==> config.mk <==
export PLATFORM = sky130hd
export DESIGN_NAME = burst_col_gen
export DESIGN_NICKNAME = d
export VERILOG_FILES = /design/src/rtl/bcg_pkg.sv /design/src/rtl/bcg_len_decode.sv /design/src/rtl/bcg_addr_calc.sv /design/src/rtl/burst_col_gen.sv
export SDC_FILE = /design/constraint.sdc
export NUM_CORES = 1
export LEC_CHECK = 0
export ABC_AREA = 1
export BUFFER_PORTS_ARGS = -buffer_cell sky130_fd_sc_hd__buf_2
export CORE_AREA = 2 2 70 72
export CTS_CLUSTER_SIZE = 12
export DETAILED_ROUTE_END_ITERATION = 8
export DIE_AREA = 0 0 72 74
export GPL_ROUTABILITY_DRIVEN = 0
export MAX_ROUTING_LAYER = met4
export PLACE_DENSITY_LB_ADDON = 0.1
export SYNTH_ARGS = -nofsm -noshare
export SYNTH_HDL_FRONTEND = slang
export SYNTH_HIERARCHICAL = 1
export SYNTH_SLANG_ARGS = --single-unit
==> constraint.sdc <==
create_clock -name clk -period 9.36 [get_ports clk]
set_input_delay 2.808 -clock clk [delete_from_list [all_inputs] [get_ports clk]]
set_output_delay 2.808 -clock clk [all_outputs]
set_load 0.01 [all_outputs]
==> src/rtl/bcg_pkg.sv <==
package bcg_pkg;
  typedef enum logic [2:0] {
    LEN_1    = 3'd0,
    LEN_2    = 3'd1,
    LEN_4    = 3'd2,
    LEN_8    = 3'd3,
    LEN_PAGE = 3'd7
  } len_code_e;

  localparam int unsigned MAX_FIXED_LOG = 3;
endpackage

==> src/rtl/bcg_len_decode.sv <==
module bcg_len_decode
  import bcg_pkg::*;
#(
  parameter int unsigned COL_W = 10
) (
  input  logic [2:0]       code_i,
  input  logic             ilv_i,
  output logic [COL_W-1:0] mask_o,
  output logic             page_o,
  output logic             legal_o
);
  logic fixed;

  assign fixed   = (code_i <= 3'(MAX_FIXED_LOG));
  assign page_o  = (code_i == LEN_PAGE);
  assign legal_o = fixed || (page_o && !ilv_i);

  genvar b;
  generate
    for (b = 0; b < COL_W; b++) begin : g_mask
      // bit b lies inside the wrap window when b < log2(BL)
      assign mask_o[b] = page_o ? 1'b1 : (fixed && (32'(b) < 32'(code_i)));
    end
  endgenerate
endmodule

==> src/rtl/bcg_addr_calc.sv <==
module bcg_addr_calc #(
  parameter int unsigned COL_W = 10
) (
  input  logic [COL_W-1:0] base_i,
  input  logic [COL_W-1:0] beat_i,
  input  logic [COL_W-1:0] mask_i,
  input  logic             ilv_i,
  output logic [COL_W-1:0] col_o
);
  logic [COL_W-1:0] sum;

  assign sum = base_i + beat_i;

  genvar b;
  generate
    for (b = 0; b < COL_W; b++) begin : g_bit
      assign col_o[b] = mask_i[b] ? (ilv_i ? (base_i[b] ^ beat_i[b]) : sum[b])
                                  : base_i[b];
    end
  endgenerate
endmodule

==> src/rtl/burst_col_gen.sv <==
module burst_col_gen #(
  parameter int unsigned COL_W = 10
) (
  input  logic             clk,
  input  logic             rst,
  input  logic             start_i,
  input  logic             term_i,
  input  logic             adv_i,
  input  logic [2:0]       len_i,
  input  logic             ilv_i,
  input  logic [COL_W-1:0] scol_i,
  output logic [COL_W-1:0] col_o,
  output logic             valid_o,
  output logic             last_o
);
  logic [COL_W-1:0] dec_mask;
  logic             dec_page, dec_legal;

  logic [COL_W-1:0] base_q, base_n;
  logic [COL_W-1:0] beat_q, beat_n;
  logic [COL_W-1:0] mask_q, mask_n;
  logic             ilv_q, ilv_n;
  logic             page_q, page_n;
  logic             valid_q, valid_n;
  logic             last_q, last_n;
  logic [COL_W-1:0] col_q, col_n;

  bcg_len_decode #(.COL_W(COL_W)) u_dec (
    .code_i (len_i),
    .ilv_i  (ilv_i),
    .mask_o (dec_mask),
    .page_o (dec_page),
    .legal_o(dec_legal)
  );

  always_comb begin
    base_n  = base_q;
    beat_n  = beat_q;
    mask_n  = mask_q;
    ilv_n   = ilv_q;
    page_n  = page_q;
    valid_n = valid_q;
    if (start_i && dec_legal) begin
      base_n  = scol_i;
      beat_n  = '0;
      mask_n  = dec_mask;
      ilv_n   = ilv_i;
      page_n  = dec_page;
      valid_n = 1'b1;
    end else if (term_i) begin
      valid_n = 1'b0;
    end else if (valid_q && adv_i) begin
      if (last_q) valid_n = 1'b0;
      else        beat_n  = beat_q + 1'b1;
    end
  end

  assign last_n = valid_n && !page_n && (beat_n == mask_n);

  bcg_addr_calc #(.COL_W(COL_W)) u_calc (
    .base_i(base_n),
    .beat_i(beat_n),
    .mask_i(mask_n),
    .ilv_i (ilv_n),
    .col_o (col_n)
  );

  always_ff @(posedge clk) begin
    if (rst) begin
      base_q  <= '0;
      beat_q  <= '0;
      mask_q  <= '0;
      ilv_q   <= 1'b0;
      page_q  <= 1'b0;
      valid_q <= 1'b0;
      last_q  <= 1'b0;
      col_q   <= '0;
    end else begin
      base_q  <= base_n;
      beat_q  <= beat_n;
      mask_q  <= mask_n;
      ilv_q   <= ilv_n;
      page_q  <= page_n;
      valid_q <= valid_n;
      last_q  <= last_n;
      col_q   <= col_n;
    end
  end

  assign col_o   = col_q;
  assign valid_o = valid_q;
  assign last_o  = last_q;
endmodule

==> results.yml <==
run_status:
  outcome: "finished clean"
synthesis:
  ys_ff_latch: 44
  syn-num-nets: 462
  synth_fa_ha_area_frac: 0.0520
  yosys.cell_count.top_type: "nand2_1"
  synth_compound_area_frac: 0.0749
  synth_area_um2: 2790
  synth.area.mux_share: 0.00404
  combinational_family_with_the_most_area_after_synthesis: "simple AND/OR/NAND/NOR gates"
  syn-mean-instance-area_um2: 6.46
  postSynth.topFlopCell: "dfxtp_1"
  synth_edf_count: 0
  synth_simple_gate_area_frac: 0.388
  ys_types: 32
  synthXorXnorAreaFrac: 0.0157
  synth_seq_area_share: 0.316
  post_synth_main_area_contributors: "dfxtp_1 32%, nand2_1 13%, inv_1 11%"
  number_of_standard_cells_after_synthesis: 432
  synth-async-reset-ratio: 0
  total_of_warnings_raised_by_yosys: 6
  netlist_top_cells_count: "93 x nand2_1, 84 x inv_1, 67 x nor2_1"
  post-synth-top-area-fraction: 0.316
  synth_largest_area_cell: "dfxtp_1"
critical_path:
  path_type_of_the_worst_setup_path: "in2reg"
  critical_path_required_ps: 9520
  timing.critical_path.depth: 22
  worst_setup_path_start_kind: "input pin"
  critical_path.top_delay_family: "simple AND/OR/NAND/NOR gates"
  path_common_cell: "nand2_1"
  critical_path_buf_inv_count: 5
  reg2regPathDepth: 17
  worstPathCellList: "buf_2 -> nand2_2 -> o21ai_2 -> nand2_2 -> buf_4 -> inv_1 -> or2_2 -> o21ai_0 -> inv_1 -> ha_1 -> nand2_1 -> nand2_1 -> nand2_1 -> nand3_2 -> nand3_2 -> nand2_1 -> nand2_1 -> nand3_1 -> nand2_1 -> nand2_1 -> inv_1 -> nor2_1"
  critPathSlowestCell: "buf_4"
  max_stage_delay_ps: 410
  arrival_time_of_data_at_the_critical_path_endpoint_ps: 5720
  crit_fanout: 47
  crit_path_end_kind: "flop"
cts:
  ctsLongestPathBuffers: 2
  clock_tree_from_tritoncts: "done"
  worst_setup_hold_path_clk_slew_ps: 80
  clock_sinks: 44
  cts_resized: 0
  cts_buffers: 5
  post_cts_buffers: 0
  ctsRootBufferMaster: "clkbuf_8"
  cts_htree_levels: 2
  cts-hold-fix-buffers: 0
  clock_latency_on_the_worst_skew_pair_ps: 290
die:
  io_pins: 31
  floorplan.core_area_um2: 4600
  floorplan.die.height_um: 74
  initial_core_util: 0.607
  core.rowCount: 25
  dieWidth_um: 72
  die_area_um2: 5330
routing:
  wire_per_inst_um: 11.1
  detailedRoute.firstIterationViolations: 207
  vias: 2515
  antenna_viol_nets_final: 0
  dr.pass1.iters: 4
  drt_drc_violations_left: 0
  vias_per_cell: 4.93
  routed_wl_um: 5670
sta:
  max_clock_freq_mhz: 180
  timing.max_slew.rel_slack: 0.501
  rsz0062_at_grt: "false"
  period_minus_slack_ps: 5560
  final_report_max_slew_violation_count: 0
  finalSetupTns_ps: 0
  finalSetupViolCount: 0
  hold_violations: 0
  setup_slack_ps: 3800
  worst_slew_pin_slew_ps: 749
  timing.final.crit_share: 0.594
  worst_case_clock_skew_ps: 8.50
cells_and_area:
  insertedDiodeCount: 0
  final_net_count: 485
  final.fill_count: 443
  area_delta_synth_final_pct: 8.39
  proportion_of_layout_cells_with_a_drive_suffix_above_1: 0.178
min_path:
  hold_depth: 2
  timing.hold.worst.class: "reg2reg"
power_and_ir_drop:
  power_leakage_nw: 1.71
  worst_ir_drop_vdd_v: 0.0000806
  sw_frac_of_total: 0.276
  seq_power_share: 0.473
  power.internal_w: 0.000307
  share_clk_of_total_power: 0.336
  switchingPower_w: 0.000117
  p_per_area_nw_per_um2: 140
  portion_of_total_power_attributed_to_combinational_logic: 0.192
placement:
  dpl.hpwl_um: 4280
  numPortBuffers: 30
  dpl_worst_slack_ps: 3530
grt:
  groute.usage.overall: 0.241
  first_global_vias: 2266
  grt-ovfl-total: 0
  grt_antenna_before_repair: 0
  grt_pass1_wl_um: 9840
  grt_start_max_net_pins: 48
run:
  max-cap-violations: 0
[through the flow]
stage | std cells | power (W) | instance area [um^2] | util | hold WS (ps)
2_1_floorplan | 432 | 0.000268 | 2790 | - | 448
4_1_cts | 510 | 0.000430 | 3020 | 0.657 | 477
3_5_place_dp | 502 | 0.000286 | 2920 | 0.634 | 467
5_1_grt | 510 | 0.000450 | 3020 | 0.657 | 511
3_3_place_gp | 502 | 0.000285 | 2920 | 0.634 | 457
6_report | 510 | 0.000424 | 3020 | 0.657 | 474
[path summary, 6_finish.rpt]
kind / end / slack [ps] / from
max: col_o[9] / 3800 / len_i[0]
max reg2reg: col_o[9] / 6770 / beat_q[0]
min reg2reg: page_q / 470 / page_q
min: page_q / 470 / page_q
[logic make-up (layout without fill, tap and decap cells)]
kind of cell	after synthesis	count (layout)
and+or+nand+nor	235	235
buffers and inverters	100	124
DFF	44	44
AOI/OAI and AO/OA	36	36
adders and majority gates	11	11
xor gates and xnor gates	5	5
muxes	1	1
[sequential cells by signal, indices dropped and copies added, names as in the netlist]
| signal | count |
|---|---|
| valid_o | 1 |
| beat_q | 10 |
| base_q | 10 |
| last_o | 1 |
| page_q | 1 |
| ilv_q | 1 |
| col_o | 10 |
| mask_q | 10 |
[cell type report]
type	instances	area, um^2	share of cell area
inverter	85	319	0.106
tap	54	67.6	0.0224
sequential	44	881	0.291
clock buffer	6	72.6	0.0240
timing repair buffer	31	158	0.0522
clock inverter	2	35.0	0.0116
multi-input combinational	288	1490	0.493
[cell usage in the layout, fill, tap and decap left out]
cell type	Yosys	final
o211ai_1	1	1
buf_4	4	1
nand3b_1	1	1
nor2_2	2	2
nand3_2	8	8
nor3_2	1	1
a21oi_1	10	10
dfxtp_1	44	44
a21oi_2	1	1
nand2_1	93	93
o21ai_2	5	5
a21o_1	1	1
inv_1	84	84
inv_2	1	1
nand4_1	12	12
clkinv_2	0	1
bufinv_16	0	1
nand2_2	8	8
o21ai_1	2	2
xnor2_1	1	1
fa_1	1	1
mux2_2	1	1
ha_1	10	10
nor2_4	2	2
xor2_1	4	4
buf_2	1	30
o21ai_0	15	15
nor2_1	67	67
a31oi_1	1	1
nand3_1	27	27
clkbuf_8	0	5
clkbuf_1	7	1
or2_2	14	14
[power groups by stage]
stage,clock network [W],registers (W),logic (W)
detailed placement,0,0.000205,0.0000814
CTS,0.000148,0.000201,0.0000819
floorplan,0,0.000207,0.0000611
finish,0.000142,0.000200,0.0000813
global placement,0,0.000205,0.0000803
global route,0.000155,0.000202,0.0000940
[metal layers]
layer,vias to the layer above,GRT usage,wire (um)
met5,-,-,0
met4,0,0.0608,44
met3,6,0.0366,194
met2,48,0.386,2670
met1,1097,0.322,2760
li1,1364,-,-
[worst register-to-register path: cells and delay by family (launching register included)]
kind,cells,cell delay (ps)
adders and majority gates,2,590
AOI/OAI and AO/OA,2,300
DFF,1,400
and+or+nand+nor,11,1080
buffers and inverters,2,110
No activity file was read; power rests on OpenSTA's default activity.
